[config.mk]
export PLATFORM = sky130hd
export DESIGN_NAME = hbridge_chopper_ctrl
export DESIGN_NICKNAME = d
export VERILOG_FILES = /design/src/rtl/chop_pkg.sv /design/src/rtl/chop_dead_timer.sv /design/src/rtl/chop_off_timer.sv /design/src/rtl/chop_fsm.sv /design/src/rtl/chop_gate_decode.sv /design/src/rtl/hbridge_chopper_ctrl.sv
export SDC_FILE = /design/constraint.sdc
export NUM_CORES = 1
export LEC_CHECK = 0
export BUFFER_PORTS_ARGS = -buffer_cell sky130_fd_sc_hd__buf_2
export CAP_MARGIN = 30
export CORE_UTILIZATION = 56
export DETAILED_ROUTE_END_ITERATION = 10
export PLACE_DENSITY = 0.76
export SLEW_MARGIN = 20
export SYNTH_ARGS = -nofsm -noshare
export SYNTH_HDL_FRONTEND = slang
export SYNTH_SLANG_ARGS = --single-unit
[constraint.sdc]
create_clock -name clk -period 4.64 [get_ports clk]
set_clock_uncertainty 0.15 [all_clocks]
set_input_delay 0.232 -clock clk [delete_from_list [all_inputs] [get_ports clk]]
set_output_delay 0.232 -clock clk [all_outputs]
set_load 0.03 [all_outputs]
[src/rtl/chop_pkg.sv]
package chop_pkg;

    typedef enum logic [2:0] {
        ST_STANDBY  = 3'd0,
        ST_HIZ      = 3'd1,
        ST_DRIVE    = 3'd2,
        ST_DEAD_BRK = 3'd3,
        ST_BRAKE    = 3'd4,
        ST_DEAD_DRV = 3'd5,
        ST_DEAD_DIR = 3'd6
    } chop_state_e;

    typedef struct packed {
        logic hi1;
        logic lo1;
        logic hi2;
        logic lo2;
    } gate_cmd_t;

    function automatic logic is_dead(input chop_state_e s);
        return (s == ST_DEAD_BRK) || (s == ST_DEAD_DRV) || (s == ST_DEAD_DIR);
    endfunction

endpackage

[src/rtl/chop_dead_timer.sv]
module chop_dead_timer #(
    parameter int DEAD_CYCLES = 40
) (
    input  logic clk,
    input  logic rst_n,
    input  logic load,
    output logic done
);
    localparam int CW = $clog2(DEAD_CYCLES + 1);

    logic [CW-1:0] cnt;

    always_ff @(posedge clk or negedge rst_n) begin
        if (!rst_n) begin
            cnt <= '0;
        end else if (load) begin
            cnt <= CW'(DEAD_CYCLES - 1);
        end else if (cnt != '0) begin
            cnt <= cnt - 1'b1;
        end
    end

    assign done = (cnt == '0);

    // a freshly loaded dead window cannot end on its first cycle
    a_r6_dead_window_open: assert property (@(posedge clk) disable iff (!rst_n)
        (load && (DEAD_CYCLES > 1)) |=> !done);

endmodule

[src/rtl/chop_off_timer.sv]
module chop_off_timer #(
    parameter int OFF_PERIODS = 2
) (
    input  logic clk,
    input  logic rst_n,
    input  logic osc,
    input  logic arm,
    input  logic clear,
    output logic done
);
    localparam int TARGET = OFF_PERIODS + 1;
    localparam int CW     = $clog2(TARGET + 1);

    logic          osc_q;
    logic          osc_rise;
    logic          running;
    logic [CW-1:0] cnt;

    assign osc_rise = osc && !osc_q;

    always_ff @(posedge clk or negedge rst_n) begin
        if (!rst_n) begin
            osc_q   <= 1'b0;
            running <= 1'b0;
            cnt     <= '0;
        end else begin
            osc_q <= osc;
            if (clear) begin
                running <= 1'b0;
                cnt     <= '0;
            end else if (arm) begin
                running <= 1'b1;
                cnt     <= '0;
            end else if (running && osc_rise && (cnt != CW'(TARGET))) begin
                cnt <= cnt + 1'b1;
            end
        end
    end

    assign done = running && (cnt == CW'(TARGET));

    // expiry only ever follows a sampled oscillator rising edge
    a_r7_expiry_on_osc_edge: assert property (@(posedge clk) disable iff (!rst_n)
        $rose(done) |-> $past(osc_rise));

    // without an oscillator edge the count does not move
    a_r7_count_needs_edge: assert property (@(posedge clk) disable iff (!rst_n)
        (running && !osc_rise && !arm && !clear) |=> $stable(cnt));

endmodule

[src/rtl/chop_fsm.sv]
module chop_fsm
    import chop_pkg::*;
(
    input  logic        clk,
    input  logic        rst_n,
    input  logic        en,
    input  logic        dir,
    input  logic        trip,
    input  logic        stby,
    input  logic        tsd,
    input  logic        dead_done,
    input  logic        off_done,
    output chop_state_e state,
    output logic        dir_q,
    output logic        dead_load,
    output logic        off_arm,
    output logic        off_clear
);
    chop_state_e next;

    // next-state logic
    always_comb begin
        next = state;
        unique case (state)
            ST_STANDBY, ST_HIZ: begin
                next = ST_DRIVE;
            end
            ST_DRIVE: begin
                if (trip) begin
                    next = ST_DEAD_BRK;
                end else if (dir != dir_q) begin
                    next = ST_DEAD_DIR;
                end
            end
            ST_DEAD_BRK: begin
                if (dead_done) begin
                    next = ST_BRAKE;
                end
            end
            ST_BRAKE: begin
                if (off_done && !trip) begin
                    next = ST_DEAD_DRV;
                end
            end
            ST_DEAD_DRV, ST_DEAD_DIR: begin
                if (dead_done) begin
                    next = ST_DRIVE;
                end
            end
            default: next = ST_HIZ;
        endcase
        if (stby) begin
            next = ST_STANDBY;
        end else if (tsd || !en) begin
            next = ST_HIZ;
        end
    end

    // state register
    always_ff @(posedge clk or negedge rst_n) begin
        if (!rst_n) begin
            state <= ST_HIZ;
            dir_q <= 1'b1;
        end else begin
            state <= next;
            if ((next == ST_DRIVE) && (state != ST_DRIVE)) begin
                dir_q <= dir;
            end
        end
    end

    // control outputs to the timers
    always_comb begin
        dead_load = is_dead(next) && (next != state);
        off_arm   = ((state == ST_DRIVE) && (next == ST_DEAD_BRK)) ||
                    ((state == ST_BRAKE) && (next == ST_BRAKE) && off_done && trip);
        off_clear = (next == ST_STANDBY) || (next == ST_HIZ);
    end

    // drive never steps straight into brake
    a_r6_no_direct_brake: assert property (@(posedge clk) disable iff (!rst_n)
        (state == ST_DRIVE) |=> (state != ST_BRAKE));

    // brake never steps straight into drive
    a_r8_no_direct_drive: assert property (@(posedge clk) disable iff (!rst_n)
        (state == ST_BRAKE) |=> (state != ST_DRIVE));

    // until the timer expires, brake ignores the trip flag
    a_r10_brake_holds: assert property (@(posedge clk) disable iff (!rst_n)
        ((state == ST_BRAKE) && !off_done && en && !stby && !tsd) |=> (state == ST_BRAKE));

    // standby always lands in the standby state
    a_r3_standby_entry: assert property (@(posedge clk) disable iff (!rst_n)
        stby |=> (state == ST_STANDBY));

endmodule

[src/rtl/chop_gate_decode.sv]
module chop_gate_decode
    import chop_pkg::*;
(
    input  chop_state_e state,
    input  logic        dir_q,
    output gate_cmd_t   gates
);
    always_comb begin
        gates = '0;
        unique case (state)
            ST_DRIVE: begin
                if (dir_q) begin
                    gates.hi1 = 1'b1;
                    gates.lo2 = 1'b1;
                end else begin
                    gates.hi2 = 1'b1;
                    gates.lo1 = 1'b1;
                end
            end
            ST_BRAKE: begin
                gates.lo1 = 1'b1;
                gates.lo2 = 1'b1;
            end
            ST_STANDBY, ST_HIZ, ST_DEAD_BRK, ST_DEAD_DRV, ST_DEAD_DIR: begin
                gates = '0;
            end
            default: gates = '0;
        endcase
    end
endmodule

[src/rtl/hbridge_chopper_ctrl.sv]
module hbridge_chopper_ctrl
    import chop_pkg::*;
#(
    parameter int DEAD_CYCLES = 40,
    parameter int OFF_PERIODS = 2
) (
    input  logic clk,
    input  logic rst_n,
    input  logic en,
    input  logic dir,
    input  logic trip,
    input  logic osc,
    input  logic stby,
    input  logic tsd,
    output logic leg1_hi,
    output logic leg1_lo,
    output logic leg2_hi,
    output logic leg2_lo
);
    chop_state_e state;
    logic        dir_q;
    logic        dead_load;
    logic        dead_done;
    logic        off_arm;
    logic        off_clear;
    logic        off_done;
    gate_cmd_t   gates;

    chop_fsm u_fsm (
        .clk       (clk),
        .rst_n     (rst_n),
        .en        (en),
        .dir       (dir),
        .trip      (trip),
        .stby      (stby),
        .tsd       (tsd),
        .dead_done (dead_done),
        .off_done  (off_done),
        .state     (state),
        .dir_q     (dir_q),
        .dead_load (dead_load),
        .off_arm   (off_arm),
        .off_clear (off_clear)
    );

    chop_dead_timer #(.DEAD_CYCLES(DEAD_CYCLES)) u_dead (
        .clk   (clk),
        .rst_n (rst_n),
        .load  (dead_load),
        .done  (dead_done)
    );

    chop_off_timer #(.OFF_PERIODS(OFF_PERIODS)) u_off (
        .clk   (clk),
        .rst_n (rst_n),
        .osc   (osc),
        .arm   (off_arm),
        .clear (off_clear),
        .done  (off_done)
    );

    chop_gate_decode u_dec (
        .state (state),
        .dir_q (dir_q),
        .gates (gates)
    );

    assign leg1_hi = gates.hi1;
    assign leg1_lo = gates.lo1;
    assign leg2_hi = gates.hi2;
    assign leg2_lo = gates.lo2;

    // no leg ever has both of its switches on
    a_r12_leg_exclusive: assert property (@(posedge clk) disable iff (!rst_n)
        !(leg1_hi && leg1_lo) && !(leg2_hi && leg2_lo));

    // disabled channel floats on the following cycle
    a_r1_disable_floats: assert property (@(posedge clk) disable iff (!rst_n)
        !en |=> !(leg1_hi || leg1_lo || leg2_hi || leg2_lo));

    // thermal fault forces all gates off
    a_r4_fault_off: assert property (@(posedge clk) disable iff (!rst_n)
        tsd |=> !(leg1_hi || leg1_lo || leg2_hi || leg2_lo));

    // a trip while a high side conducts removes the high side
    a_r5_trip_cuts_drive: assert property (@(posedge clk) disable iff (!rst_n)
        ((leg1_hi || leg2_hi) && trip) |=> !(leg1_hi || leg2_hi));

endmodule

# Word-level counts from Yosys, hierarchy flattened
# Index checks and enable logic that the tools add are counted.
op_classes:
  addsub: 2
  n_eq_ne: 17
  mux: 21
  reduce_logical: 28
op_table:
  columns: ["cell", "count"]
  rows:
  - ["3-bit two-way mux", 7]
  - ["3-bit equality test, second input constant", 6]
  - ["3-bit one-hot mux with 5 select lines", 1]
  - ["3-bit by 2-bit equality test with 1-bit output, second input constant", 4]
  - ["6-bit two-way mux", 2]
  - ["1-bit logical AND", 11]
  - ["2-bit two-way mux", 4]
  - ["3-bit by 1-bit equality test with 1-bit output, second input constant", 2]
  - ["3-bit logical NOT", 2]
  - ["6-bit logical NOT", 1]
  - ["6-bit nonzero test", 1]
  - ["6-bit by 1-bit subtractor with 6-bit output, second input constant", 1]
  - ["1-bit logical OR", 5]
  - ["1-bit two-way mux", 5]
  - ["1-bit one-hot mux with 2 select lines", 2]
  - ["2-bit nonzero test", 2]
  - ["2-bit OR reduction", 2]
  - ["1-bit logical NOT", 3]
  - ["3-bit by 2-bit != test with 1-bit output, second input constant", 1]
  - ["3-bit != test", 1]
  - ["3-bit nonzero test", 1]
  - ["2-bit by 1-bit adder with 2-bit output, second input constant", 1]
  - ["2-bit equality test, second input constant", 1]
  - ["2-bit != test, second input constant", 1]
  - ["1-bit != test", 1]
totals:
  regBits: 14
  input_bits: 8
  output_inout_bits: 4
  elab_cells: 74

# Depth between registers and ports, before layout
# Gate-level depths: netlist of run 1.
depth:
  ltp_word: 14
  ltp_mapped: 8
  depth_no_buf: 7

# Cells and area by module
# Synthesis of run 1 repeated with hierarchy kept, for this count alone.
unflattened:
  cells_unflattened: 112
  area_unflattened_um2: 1016.0
by_module_without_submodules:
  columns: ["mod", "instances", "cells_each", "area_per_inst_um2", "seq_area_each_um2"]
  rows:
  - ["chop_fsm", 1, 58, 434.2, 102.6]
  - ["chop_dead_timer", 1, 34, 342.8, 150.1]
  - ["chop_off_timer", 1, 15, 190.2, 100.1]
  - ["chop_gate_decode", 1, 5, 48.8, 0.0]

# Worst setup path before layout of run 1
# OpenSTA, ideal clock, no wires.
synth_path:
  kind: "register to register"
  start: "register u_dead.cnt[0]"
  end: "register u_fsm.dir_q"
  setup_time_ns: 0.085
  arrival_time_ns: 2.058
  t_required_ns: 4.405
  setup_slack_ns: 2.347
  path_stages_with_launch: 9
  n_path_buf: 1
  period_less_slack_ns: 2.293
  cell_sequence: "dfrtp_1 inv_1 ha_1 or3b_1 buf_6 o31ai_4 a21oi_2 nor4_2 mux2_1"
synth_via:
  elab_chain_len: 7
  word_cells_on_any_way: 8
  classes_between: "1 x eq/ne; 5 x mux; 2 x reduce/logical"
synth_rtl:
  columns: ["element", "line", "rtl"]
  rows:
  - ["start: declaration", "chop_dead_timer.sv:11", "logic [CW-1:0] cnt;"]
  - ["start signal: assignment", "chop_dead_timer.sv:17", "cnt <= CW'(DEAD_CYCLES - 1);"]
  - ["start signal: assignment", "chop_dead_timer.sv:19", "cnt <= cnt - 1'b1;"]
  - ["6-bit logical NOT *", "chop_dead_timer.sv:23", "assign done = (cnt == '0);"]
  - ["3-bit two-way mux (on tied branches)", "chop_fsm.sv:46, chop_fsm.sv:36", null]
  - ["3-bit one-hot mux with 5 select lines *", "chop_fsm.sv:24", "unique case (state)"]
  - ["3-bit two-way mux *", "chop_fsm.sv:54", "end else if (tsd || !en) begin"]
  - ["3-bit two-way mux *", "chop_fsm.sv:52", "if (stby) begin"]
  - ["3-bit by 2-bit equality test with 1-bit output *", "chop_fsm.sv:66", "if ((next == ST_DRIVE) && (state != ST_DRIVE)) begin"]
  - ["1-bit logical AND *", "chop_fsm.sv:66", null]
  - ["end signal: assignment", "chop_fsm.sv:67", "dir_q <= dir;"]
  - ["end: declaration", "chop_fsm.sv:14", "output logic dir_q,"]
# Every way passes the cells marked *; elsewhere a longest branch is shown, timed or not.
# A chain may end at the register's enable or synchronous reset.

# Worst setup path in the final report of run 1
layout_path:
  start: "register u_dead.cnt[1]"
  end: "register u_fsm.dir_q"
# Same word-level chain as after synthesis.

==> results.tsv, run 1 <==
stage	metric	value	unit
layout	final core utilization	65.63	%
layout	Total Nets Final	160	
pwr	combinational share of power	49.2	%
global_routing	vias in the first global route	966	
die	die area	2281	sq um
detailed_routing	TritonRoute pass-1 iters	4	
global_routing	global-route wire length before repair	4243	microns
setup_path	CP cell instances	inv_1 > ha_1 > or3b_1 > o31ai_4 > a21oi_2 > nor4_2 > mux2_1	
setup_path	Req. time, crit path	4.72	ns
timing	minimum hold slack	0.03869	ns
pwr	Sw Ratio	44.25	%
cts	CTS tree	yes	
die	Site Rows	16	
logic_synthesis	FFs w/ async S/R, synth	100.0	%
timing	Final Hold Fails	0	
logic_synthesis	Syn Nets	148	
die	core footprint	1962	sq um
layout	Area Overhead vs Synth	9.818	%
pwr	Clock Power Share	16.3	%
cts	H-tree depth	1	
logic_synthesis	synth warn	0	
cts	Post-CTS Hold Buffers	3	
logic_synthesis	Post-synth EDFFs	0	
worst_hold_path	Min-Delay Path Class	primary input to flip-flop	
logic_synthesis	Synth Register Bits	14	
timing	Fmax achieved	399.1	MHz
setup_path	Critical Path Start Type	flip-flop	
setup_path	largest stage delay on the critical path	0.50	ns
placement	DP HPWL	2004	microns
cts	post-CTS sizing	0	
detailed_routing	vias per cell	6.257	
die	I/O Pins	12	
logic_synthesis	Mapped Cells	137	
logic_synthesis	Synth Flop Type	dfrtp_1	
die	die height	47.76	microns
logic_synthesis	register area share after synthesis	30.10	%
cts	CTS Buffer Depth	2	
placement	Port Buffer Count	11	
pwr	Sequential Power Share	34.6	%
global_routing	GRT Util Overall	26.97	%
die	Initial Util	59.76	%
detailed_routing	routed length per instance	15.55	microns
timing	setup violators final	0	
pwr	Peak VDD IR	0.2225	mV
die	Die W	47.76	microns
cts	Worst-path clk slew	0.10	ns
pwr	P per Cell Area	448.1	nW/um^2
timing	RSZ-0062 raised after global routing	no	
pwr	Sw Pwr	0.2553	mW
status	status	complete, no violations	
cts	Root Buffer	clkbuf_4	
layout	share of post-route cells with drive strength above 1	17.57	%
setup_path	CP Max Fanout	8	
timing	Least-Margin Pin Slew	0.5521	ns
cts	Sink Count	14	
timing	Rel. slew slack	63.20	%
global_routing	GRT overflow	0	
global_routing	initial antenna violation count	0	
setup_path	Slowest cell on crit path	or3b_1	
flow_run	MaxCap Viol Count	0	
logic_synthesis	Synth cell types	57	
setup_path	crit path DAT	2.59	ns
setup_path	Crit Path Class	flip-flop to flip-flop	
setup_path	crit end category	flip-flop	
cts	worst skew pair latency	0.30	ns
detailed_routing	DRC viols	0	
pwr	static leakage	0.5119	nW
placement	RePlAce Congestion	0.8495	
detailed_routing	initial drt markers	27	
detailed_routing	Routed Antenna Nets	0	
cts	Post CTS Setup Buffer Count	0	
timing	fin. max-slew vios	0	
pwr	Int Power	0.3217	mW
timing	Final min period	2.506	ns
setup_path	Top delay family on crit path	simple AND/OR/NAND/NOR gates	
timing	setup TNS	0	ns
setup_path	Buf+Inv Stages, Crit Path	1	
timing	period utilization	54.00	%
layout	Antenna Cells	0	
logic_synthesis	cell area after synthesis	1172	sq um
detailed_routing	DR vias	1095	
cts	cts bufs inserted	3	
logic_synthesis	Mean Syn Cell Area	8.557	sq um
global_routing	pin count of the biggest net entering global routing	19	
detailed_routing	Post-Route WL	2721	microns
-- final cells by class --
| type | count | area, sq um |
|---|---|---|
| repair buffers | 14 | 85.08 |
| clock buffers | 4 | 36.28 |
| flip-flops and latches | 14 | 352.8 |
| fillers | 187 | 674.4 |
| inverters | 6 | 22.52 |
| multi-input cells | 110 | 757.0 |
| well taps | 27 | 33.78 |
-- path summary, 6_finish.rpt --
kind	from	end	slack, ns	depth (start not counted)
setup / recovery	u_dead.cnt[1]$_DFFE_PN0P_	u_fsm.dir_q$_DFFE_PN1P_	2.13	7
hold / removal	dir	u_fsm.dir_q$_DFFE_PN1P_	0.04	2
setup reg to reg	u_dead.cnt[1]$_DFFE_PN0P_	u_fsm.dir_q$_DFFE_PN1P_	2.13	7
hold reg to reg	u_off.cnt[0]$_DFFE_PN0P_	u_off.cnt[0]$_DFFE_PN0P_	0.43	2
max in group asynchronous	rst_n	u_fsm.dir_q$_DFFE_PN1P_	3.83	2
min in group asynchronous	rst_n	u_dead.cnt[1]$_DFFE_PN0P_	0.21	2
-- layer usage --
layer  global-route usage (%)  share of wire [%]
met4                    6.667               0.92
met3                    4.528                3.7
met2                    45.95                 49
met1                    35.61                 47
met5                        0                  0
-- metrics by stage --
step           power [mW]  cell area [sq um]  cells  worst slack (ns)
2_1_floorplan      0.4229               1172    137             2.347
3_3_place_gp       0.4689               1221    168             2.223
3_5_place_dp       0.4766               1221    168             2.161
4_1_cts            0.5744               1287    175             2.144
5_1_grt            0.6181               1287    175             2.027
6_report           0.5770               1287    175             2.134
-- placed cells by master (no fill, tap or decap), types with 2 or more instances in the layout --
cell / n
a211oi_1: 3
buf_2: 11
clkbuf_4: 3
nor3_1: 10
xnor2_1: 4
o21ai_1: 2
a41oi_1: 3
a21oi_1: 11
dlygate4sd3_1: 3
nor4_1: 3
dfstp_2: 2
dfrtp_1: 12
nor2_1: 15
nand3b_1: 2
o41ai_1: 3
nor3b_1: 4
nand3_1: 3
nand2_1: 5
mux2_1: 2
o21ai_0: 4
inv_1: 5
ha_1: 3
-- kinds of logic (layout without fill, tap and decap cells) --
logic type | after synthesis | count (layout) | synth area share (%)
AO/OA/AOI/OAI | 43 | 43 | 26.68
multiplexers | 3 | 3 | 2.775
flip-flops | 14 | 14 | 30.10
AND/OR/NAND/NOR | 56 | 56 | 28.07
buffers and inverters | 13 | 24 | 5.335
XOR/XNOR | 4 | 4 | 2.988
adder cells (fa/ha/maj) | 4 | 4 | 4.056
-- worst register-to-register path: stages (launching register included) --
cell     delay [ns]
dfrtp_1        0.42
inv_1          0.12
ha_1           0.20
or3b_1         0.50
o31ai_4        0.22
a21oi_2        0.16
nor4_2         0.30
mux2_1         0.36
-- cell usage after synthesis (all sizes together), types with 2 or more instances --
master   n  area [sq um]
nor2    16         67.56
o41ai    3         26.28
a21oi   12         63.81
mux2     2         22.52
nor4     4         31.28
ha       3         37.54
dfstp    2         52.55
a41oi    3         26.28
nand3b   2         15.01
xnor2    4         35.03
o21ai    7         38.79
nand2    5         18.77
inv      6         22.52
nand3    3         15.01
nor3    11         60.06
dfrtp   12         300.3
a211oi   3         22.52
o31ai    2         28.78
clkbuf   2         8.750
and2b    2         16.27
nor3b    5         42.54
buf      5         31.28
-- flip-flops by register name (all words and copies together) (netlist names) --
signal and flops:
u_off.cnt 2, u_off.running 1, u_dead.cnt 6, u_fsm.dir_q 1
u_fsm.state 3, u_off.osc_q 1
-- power by group through the flow --
stage / clock, mW / combinational [mW] / sequential [mW]
5_1_grt: 0.0980 / 0.315 / 0.205
4_1_cts: 0.0954 / 0.280 / 0.199
2_1_floorplan: 0 / 0.236 / 0.187
3_3_place_gp: 0 / 0.268 / 0.201
6_report: 0.0939 / 0.284 / 0.199
3_5_place_dp: 0 / 0.275 / 0.201
(Power assumes the default switching activity.)
==> inputs of run 2 (changes only) <==
clock period = 2.5 ns   (was 4.64 ns; I/O delays follow)
==> results.tsv, run 2 (same netlist as run 1, synthesis figures left out) <==
stage	metric	value	unit
status	status	complete, no violations	
setup_path	largest stage delay on the critical path	0.44	ns
die	Die W	47.76	microns
pwr	Sequential Power Share	34.7	%
setup_path	R2R depth	7	
timing	Final Hold Fails	0	
setup_path	CP cell instances	inv_1 > ha_1 > or3b_4 > o31ai_4 > a21oi_2 > nor4_2 > mux2_1	
detailed_routing	Post-Route WL	2812	microns
global_routing	initial antenna violation count	0	
detailed_routing	Routed Antenna Nets	0	
cts	cts bufs inserted	3	
layout	commonest non-fill, non-tap cell in the layout	nor2_1	
detailed_routing	DRC viols	0	
global_routing	pin count of the biggest net entering global routing	16	
setup_path	Critical Path Start Type	flip-flop	
timing	fin. max-slew vios	0	
die	I/O Pins	12	
cts	Post CTS Setup Buffer Count	0	
layout	Antenna Cells	0	
cts	Root Buffer	clkbuf_4	
placement	placed cell count	171	
pwr	static leakage	0.5337	nW
timing	Least-Margin Pin Slew	0.5296	ns
cts	Sink Count	14	
detailed_routing	DR vias	1124	
layout	post-route cell area	1323	sq um
pwr	Peak VDD IR	0.6104	mV
global_routing	GRT overflow	0	
setup_path	Crit Path Class	flip-flop to flip-flop	
timing	period utilization	96.85	%
detailed_routing	routed length per instance	15.71	microns
pwr	Int Power	0.6059	mW
timing	Rel. slew slack	64.21	%
global_routing	vias in the first global route	1046	
timing	RSZ-0062 raised after global routing	no	
die	die area	2281	sq um
pwr	P per Cell Area	807.6	nW/um^2
timing	setup violators final	0	
timing	setup TNS	0	ns
cts	CTS tree	yes	
placement	Place WS	0.04620	ns
global_routing	global-route wire length before repair	4429	microns
pwr	Sw Ratio	43.27	%
global_routing	GRT Util Overall	27.34	%
setup_path	crit path DAT	2.48	ns
placement	Area after DPL	1244	sq um
cts	H-tree depth	1	
layout	max reg flops	6	
pwr	Sw Pwr	0.4622	mW
layout	Most flops, register	u_dead.cnt	
placement	RePlAce Congestion	0.8331	
die	die height	47.76	microns
cts	Worst-path clk slew	0.08	ns
detailed_routing	vias per cell	6.279	
placement	Port Buffer Count	11	
flow_run	MaxCap Viol Count	0	
layout	final core utilization	67.41	%
detailed_routing	TritonRoute pass-1 iters	4	
die	Initial Util	59.76	%
die	Site Rows	16	
setup_path	Slowest cell on crit path	or3b_4	
layout	Area Overhead vs Synth	12.81	%
pwr	combinational share of power	50.2	%
die	core footprint	1962	sq um
layout	Top Registers	u_dead.cnt (6), u_fsm.state (3), u_off.cnt (2)	
setup_path	CP Max Fanout	8	
timing	Final min period	2.421	ns
setup_path	crit end category	flip-flop	
layout	share of post-route cells with drive strength above 1	19.74	%
layout	commonest cells after routing, fill and taps aside	nor2_1, dfrtp_1, a21oi_1, buf_2, nor3_1	
cts	CTS Buffer Depth	2	
layout	Total Nets Final	164	
worst_hold_path	Min-Delay Path Class	primary input to asynchronous set/reset pin	
placement	DP HPWL	2127	microns
cts	worst skew pair latency	0.28	ns
layout	Non-Filler Instances	179	
pwr	Clock Power Share	15.1	%
timing	Final WS setup	0.07873	ns
detailed_routing	initial drt markers	37	
setup_path	Req. time, crit path	2.56	ns
timing	Fmax achieved	413.0	MHz
==> run 2: changes by cell type in the layout (fill, tap and decap cells not counted), sizes merged <==
cell,change
buf,+3
dlygate4sd3,+1
==> run 2: layout make-up <==
cell class / count / area [sq um]
Tap cell: 27 / 33.78
Timing Repair Buffer: 18 / 117.6
Multi-Input combinational cell: 110 / 759.5
Sequential cell: 14 / 352.8
Inverter: 6 / 22.52
Fill cell: 175 / 639.4
Clock buffer: 4 / 36.28
==> run 2: power groups by stage <==
stage,registers (mW),clock network (mW),logic [mW]
floorplan,0.347,0,0.438
finish,0.371,0.161,0.536
global route,0.379,0.175,0.590
CTS,0.369,0.168,0.525
global placement,0.369,0,0.498
detailed placement,0.373,0,0.515
==> run 2: critical path, delay by kind of cell, from the launching register on <==
family	cells	cell delay, ns
AOI/OAI and AO/OA	2	0.34
adders and majority gates	1	0.20
buffers and inverters	1	0.13
DFF	1	0.42
muxes	1	0.35
and+or+nand+nor	2	0.74
==> run 2: what timing repair did <==
item                                   4_1_cts  5_1_grt
setup endpoints to repair                    0        4
hold buffers                                 4        0
endpoints found under the hold margin       17        0
gates resized for setup                      0        1
==> run 2: worst paths after layout <==
| check | end | slack [ns] | start |
|---|---|---|---|
| setup / recovery | u_fsm.dir_q$_DFFE_PN1P_ | 0.08 | u_dead.cnt[0]$_DFFE_PN0P_ |
| hold / removal | u_dead.cnt[5]$_DFFE_PN0P_ | 0.12 | rst_n |
| setup reg to reg | u_fsm.dir_q$_DFFE_PN1P_ | 0.08 | u_dead.cnt[0]$_DFFE_PN0P_ |
| hold reg to reg | u_off.cnt[0]$_DFFE_PN0P_ | 0.41 | u_off.cnt[0]$_DFFE_PN0P_ |
| max in group asynchronous | u_fsm.dir_q$_DFFE_PN1P_ | 1.79 | rst_n |
| min in group clk | u_fsm.state[0]$_DFF_PN1_ | 0.19 | trip |
==> run 2: metal layers <==
layer	up-vias	GRT usage (%)	share of wire, %
met2	34	48.92	50
met3	4	4.151	4.0
met1	534	33.88	45
met5	-	0	0
met4	0	7.778	0.89
li1	552	-	-
==> run 2: per-stage QoR <==
step                      total power [mW]  hold slack, ns
final                                1.068          0.1164
after global routing                 1.144          0.1762
after CTS                            1.061          0.1262
after detailed placement            0.8881         -0.1104
after global placement              0.8661         -0.1177
after floorplan                     0.7850         -0.3206
